--- src/rtl/bsd_pkg.sv ---
package bsd_pkg;

    typedef enum logic [2:0] {
        ST_IDLE,
        ST_ADDR,
        ST_SETUP,
        ST_CMD,
        ST_HALT
    } bus_state_t;

    typedef enum logic [2:0] {
        K_INTA,
        K_IORD,
        K_IOWR,
        K_HALT,
        K_MRD,
        K_MWR,
        K_NONE
    } cyc_kind_t;

    typedef struct packed {
        logic ale;
        logic mem_rd;
        logic mem_wr;
        logic io_rd;
        logic io_wr;
        logic int_ack;
        logic den;
        logic dt_tx;
    } cmd_bus_t;

    function automatic cyc_kind_t decode_kind(input logic [2:0] code);
        cyc_kind_t k;
        unique case (code)
            3'b000:  k = K_INTA;
            3'b001:  k = K_IORD;
            3'b010:  k = K_IOWR;
            3'b011:  k = K_HALT;
            3'b100:  k = K_MRD;
            3'b101:  k = K_MRD;
            3'b110:  k = K_MWR;
            default: k = K_NONE;
        endcase
        return k;
    endfunction

    function automatic logic kind_is_write(input cyc_kind_t k);
        return (k == K_IOWR) || (k == K_MWR);
    endfunction

endpackage

--- src/rtl/bsd_sample.sv ---
module bsd_sample #(
    parameter int STAT_W = 3
) (
    input  logic              clk,
    input  logic              rst,
    input  logic [STAT_W-1:0] stat,
    input  logic              rdy,
    output logic [STAT_W-1:0] stat_q,
    output logic              passive_now,
    output logic              passive_prev,
    output logic              rdy_q
);
    localparam logic [STAT_W-1:0] PASSIVE = '1;

    logic [STAT_W-1:0] stat_p;

    always_ff @(posedge clk) begin
        if (rst) begin
            stat_q <= PASSIVE;
            stat_p <= PASSIVE;
            rdy_q  <= 1'b1;
        end else begin
            stat_q <= stat;
            stat_p <= stat_q;
            rdy_q  <= rdy;
        end
    end

    always_comb begin
        passive_now  = (stat_q == PASSIVE);
        passive_prev = (stat_p == PASSIVE);
    end

endmodule

--- src/rtl/bsd_seq.sv ---
module bsd_seq
    import bsd_pkg::*;
#(
    parameter int STAT_W = 3
) (
    input  logic              clk,
    input  logic              rst,
    input  logic [STAT_W-1:0] stat_q,
    input  logic              passive_now,
    input  logic              passive_prev,
    input  logic              rdy_q,
    output bus_state_t        state,
    output cyc_kind_t         kind
);
    bus_state_t state_nx;
    cyc_kind_t  kind_nx;
    logic       start_hit;
    logic       finish_hit;

    always_comb begin
        start_hit  = (state == ST_IDLE) && !passive_now && passive_prev;
        finish_hit = passive_now && rdy_q;
    end

    always_ff @(posedge clk) begin
        if (rst) begin
            state <= ST_IDLE;
            kind  <= K_NONE;
        end else begin
            state <= state_nx;
            kind  <= kind_nx;
        end
    end

    always_comb begin
        state_nx = state;
        kind_nx  = kind;
        unique case (state)
            ST_IDLE: begin
                if (start_hit) begin
                    state_nx = ST_ADDR;
                    kind_nx  = decode_kind(stat_q[2:0]);
                end
            end
            ST_ADDR: begin
                if (finish_hit)
                    state_nx = ST_IDLE;
                else if (kind == K_HALT)
                    state_nx = ST_HALT;
                else if (kind_is_write(kind))
                    state_nx = ST_SETUP;
                else
                    state_nx = ST_CMD;
            end
            ST_SETUP: begin
                state_nx = finish_hit ? ST_IDLE : ST_CMD;
            end
            ST_CMD: begin
                if (finish_hit)
                    state_nx = ST_IDLE;
            end
            ST_HALT: begin
                if (finish_hit)
                    state_nx = ST_IDLE;
            end
            default: state_nx = ST_IDLE;
        endcase
    end

endmodule

--- src/rtl/bsd_drive.sv ---
module bsd_drive
    import bsd_pkg::*;
(
    input  bus_state_t state,
    input  cyc_kind_t  kind,
    output cmd_bus_t   cmd
);
    always_comb begin
        cmd = '0;
        unique case (state)
            ST_IDLE: cmd = '0;
            ST_ADDR: cmd.ale = 1'b1;
            ST_SETUP: begin
                cmd.den   = 1'b1;
                cmd.dt_tx = 1'b1;
            end
            ST_CMD: begin
                unique case (kind)
                    K_INTA: begin
                        cmd.int_ack = 1'b1;
                        cmd.den     = 1'b1;
                    end
                    K_IORD: begin
                        cmd.io_rd = 1'b1;
                        cmd.den   = 1'b1;
                    end
                    K_MRD: begin
                        cmd.mem_rd = 1'b1;
                        cmd.den    = 1'b1;
                    end
                    K_IOWR: begin
                        cmd.io_wr = 1'b1;
                        cmd.den   = 1'b1;
                        cmd.dt_tx = 1'b1;
                    end
                    K_MWR: begin
                        cmd.mem_wr = 1'b1;
                        cmd.den    = 1'b1;
                        cmd.dt_tx  = 1'b1;
                    end
                    default: cmd = '0;
                endcase
            end
            ST_HALT: cmd = '0;
            default: cmd = '0;
        endcase
    end

endmodule

--- src/rtl/bus_cmd_gen.sv ---
module bus_cmd_gen
    import bsd_pkg::*;
#(
    parameter int STAT_W = 3
) (
    input  logic              clk,
    input  logic              rst,
    input  logic [STAT_W-1:0] stat,
    input  logic              rdy,
    output logic              ale,
    output logic              mem_rd,
    output logic              mem_wr,
    output logic              io_rd,
    output logic              io_wr,
    output logic              int_ack,
    output logic              den,
    output logic              dt_tx
);
    logic [STAT_W-1:0] stat_q;
    logic              passive_now;
    logic              passive_prev;
    logic              rdy_q;
    bus_state_t        state;
    cyc_kind_t         kind;
    cmd_bus_t          cmd;

    bsd_sample #(.STAT_W(STAT_W)) u_sample (
        .clk         (clk),
        .rst         (rst),
        .stat        (stat),
        .rdy         (rdy),
        .stat_q      (stat_q),
        .passive_now (passive_now),
        .passive_prev(passive_prev),
        .rdy_q       (rdy_q)
    );

    bsd_seq #(.STAT_W(STAT_W)) u_seq (
        .clk         (clk),
        .rst         (rst),
        .stat_q      (stat_q),
        .passive_now (passive_now),
        .passive_prev(passive_prev),
        .rdy_q       (rdy_q),
        .state       (state),
        .kind        (kind)
    );

    bsd_drive u_drive (
        .state(state),
        .kind (kind),
        .cmd  (cmd)
    );

    always_comb begin
        ale     = cmd.ale;
        mem_rd  = cmd.mem_rd;
        mem_wr  = cmd.mem_wr;
        io_rd   = cmd.io_rd;
        io_wr   = cmd.io_wr;
        int_ack = cmd.int_ack;
        den     = cmd.den;
        dt_tx   = cmd.dt_tx;
    end

endmodule

--- config.mk ---
export PLATFORM = sky130hd
export DESIGN_NAME = bus_cmd_gen
export DESIGN_NICKNAME = d
export VERILOG_FILES = /design/src/rtl/bsd_pkg.sv /design/src/rtl/bsd_sample.sv /design/src/rtl/bsd_seq.sv /design/src/rtl/bsd_drive.sv /design/src/rtl/bus_cmd_gen.sv
export SDC_FILE = /design/constraint.sdc
export NUM_CORES = 1
export LEC_CHECK = 0
export ABC_AREA = 0
export BUFFER_PORTS_ARGS = -buffer_cell sky130_fd_sc_hd__buf_2
export CORE_MARGIN = 1.5
export CORE_UTILIZATION = 44
export CTS_CLUSTER_DIAMETER = 50
export DETAILED_ROUTE_END_ITERATION = 10
export PLACE_DENSITY = 0.69
export SYNTH_ARGS = -nofsm -noshare
export SYNTH_HDL_FRONTEND = slang
export SYNTH_SLANG_ARGS = --single-unit
--- constraint.sdc ---
create_clock -name clk -period 1.16 [get_ports clk]
set_input_delay 0.116 -clock clk [delete_from_list [all_inputs] [get_ports clk]]
set_output_delay 0.116 -clock clk [all_outputs]
set_load 0.01 [all_outputs]
==> flow_metrics.tcl <==
set metrics [dict create \
    clkSinkCount 13 \
    dp_cells 99 \
    syn_avg_cell_area_um2 8.72 \
    wl_per_cell_um 15.2 \
    final_util_pct 75.4 \
    avgViaCountPerCell 5.51 \
    ioPinCount 14 \
    p_per_area_nw_per_um2 1160 \
    total_power_w 0.00113 \
    setup_viol 10 \
    drv_slew 0 \
    p_clk_share_pct 24.6 \
    grt_use_total_pct 22.7 \
    cts_tree "yes" \
    synth_enable_flop_cells 0 \
    clock_latency_ns 0.28 \
    fin_ws_ns -0.213 \
    worstPathMaxFanout 5 \
    crit_family "flip-flops" \
    clock_tree.root_cell "clkbuf_4" \
    dr.pass1.iters 2 \
    rsz0062_at_grt "true" \
    synthCells 69 \
    cap_violations 0 \
    initial_utilization_pct 46.8 \
    row_count 13 \
    die_w_um 40.0 \
    arrival_ns 1.26 \
    grt_pass1_wl_mm 2.37 \
    core_area_um2 1280 \
    drive_above_1_share_pct 64.6 \
    die_area_um2 1600 \
    fmax_mhz 728 \
    cts_made_buffers 3 \
    yosys-top-cells-area "dfxtp_1, or2_2, nor2b_1" \
    comb_power_share_pct 30.0 \
    place_ws_ns -0.00228 \
    timing_hold_violations_final 0 \
    cpPeakStageDelay_ns 0.37 \
    overflow 0 \
    numPortBuffers 13 \
    ir_worst_vdd_mv 0.912 \
    crit_buf_inv 1 \
    crit_slowest_cell "dfxtp_4" \
    dr_total_vias 628 \
    syn_nets 75 \
    ys_types 26 \
    async_flop_share_pct 0 \
    swShare_pct 29.1 \
    ys_seq_area_share_pct 43.2 \
    dieHeight_um 40.0 \
    synth.most_common_cell "dfxtp_1" \
    dp_hpwl_um 929 \
    drc 0 \
    wirelength_mm 1.74 \
    antenna_cells_inserted 0 \
    internal_power_w 0.000800 \
    finalCriticalPeriod_ns 1.37 \
    htree_levels 1 \
    p_seq_share_pct 45.4 \
    violations "setup timing" \
    place_congestion 0.775 \
    ys_ff_latch 13 \
    holdCritPathClass "in2reg" \
    worst_hold_slack_ns 0.0164 \
    cts_buffer_depth 2 \
    synth_largest_area_cell "dfxtp_1" \
    crit_path_cell_trace "nand3b_1 > o21a_1 > a21oi_1 > buf_2" \
    holdBufCountCts 0 \
    fin_skew_ns 0.00413 \
    synth_ff_type "dfxtp_1" \
    yosys-top-cells-count "dfxtp_1, or2_2, nor2_1" \
    yosys_warnings 0 \
    status "complete, but fails checks" \
    layoutNonFillerInstCount 114 \
    end_kind "primary output" \
    antenna_found_initial 0 \
    drtIter0Drc 2 \
    netlist_area_um2 602 \
    finalCritPeriodShare_pct 118 \
    grt_pass1_vias 586 \
    crit_path_start_kind "flip-flop" \
    syn2layout_area_growth_pct 60.9 \
    ant_nets 0 \
    critPathKind "reg2out" \
    nets 106 \
    synth.top_cell.area_share_pct 43.2 \
    maxSlewHeadroom_pct 86.4 \
    p_leak_nw 0.433 \
    cts.clk_slew.worst_paths_ns 0.08 \
    crit_required_ns 1.04 \
    tightest_slew_ns 0.202 \
    grt_max_degree 14 \
    p_sw_w 0.000328 \
]
==> final cells by class <==
cell class / count / area [um^2]
tap: 15 / 18.8
inverter: 3 / 11.3
timing repair buffer: 29 / 214
sequential: 13 / 277
fill: 90 / 317
clock buffer: 4 / 26.3
multi-input combinational: 50 / 422
==> layout by cell type (no fill, tap or decap), types with 2 or more instances in the layout <==
cell type  instances
a21oi_1            2
a22oi_1            2
a31oi_1            2
buf_2             12
buf_4             10
buf_6              7
clkbuf_4           3
dfxtp_1            6
dfxtp_2            4
dfxtp_4            3
inv_1              3
nand2_1            2
nand2b_4           3
nand3_2            2
nand3b_1           2
nand4_1            2
nor2_1             4
nor2b_4            3
nor3_2             2
nor4_1             2
or2_2              6
==> layer usage <==
metal  share of wire, %  GRT usage, %  wire [um]  vias to the layer above
met5                  0             0          0                        -
met4                2.8          14.7         48                        0
met3                3.5          5.00         60                        6
met2                 55          43.1        964                       18
met1                 38          21.2        665                      298
li1                   -             -          -                      306
==> state kept, by name, indices dropped and copies added (netlist names) <==
name,cells
u_seq.kind,3
u_sample.stat_q,3
u_sample.rdy_q,1
u_seq.state,3
u_sample.stat_p,3
==> cells by family (layout without fill, tap and decap cells) <==
| kind of cell | after synthesis | in the layout | synth area share [%] |
|---|---|---|---|
| flip-flops | 13 | 13 | 43.2 |
| buffers and inverters | 6 | 36 | 3.74 |
| AND/OR/NAND/NOR | 38 | 38 | 38.3 |
| multiplexers | 1 | 1 | 1.66 |
| AO/OA/AOI/OAI | 11 | 11 | 13.1 |
==> stage by stage <==
step | setup TNS (ns) | instance area, um^2
finish | -1.13 | 968
global placement | 0 | 713
floorplan | -0.00108 | 603
global route | -1.77 | 968
CTS | -0.841 | 882
detailed placement | -0.00228 | 713
==> timing repair <==
action / 4_1_cts / 5_1_grt
pin swaps: 5 / 6
cloned: 0 / 0
buffers inserted: 10 / 1
resized for setup: 20 / 17
setup endpoints to repair: 9 / 11
==> power by group through the flow <==
stage / Combinational, W / Sequential [W] / Clock (W)
5_1_grt: 0.000361 / 0.000519 / 0.000293
3_3_place_gp: 0.000198 / 0.000517 / 0
2_1_floorplan: 0.000140 / 0.000511 / 0
6_report: 0.000339 / 0.000512 / 0.000277
3_5_place_dp: 0.000206 / 0.000517 / 0
4_1_cts: 0.000274 / 0.000507 / 0.000280
==> path summary, 6_finish.rpt <==
path	startpoint	endpoint	slack (ns)	depth (start not counted)
worst min-delay path	stat[1]	u_sample.stat_q[1]	0.02	2
worst max-delay path	u_seq.kind[1]	dt_tx	-0.21	4
worst min register to register	u_sample.stat_q[2]	u_sample.stat_p[2]	0.54	2
worst max register to register	u_seq.state[0]	u_seq.state[2]	-0.04	5
==> worst reg2reg max path, cell delays in order, from the launching register on <==
cell     delay [ns]
dfxtp_2        0.33
buf_6          0.12
nor2b_4        0.18
buf_6          0.12
a41oi_2        0.09
nor4_1         0.27
Note: power is estimated with default switching activity, not from simulation.
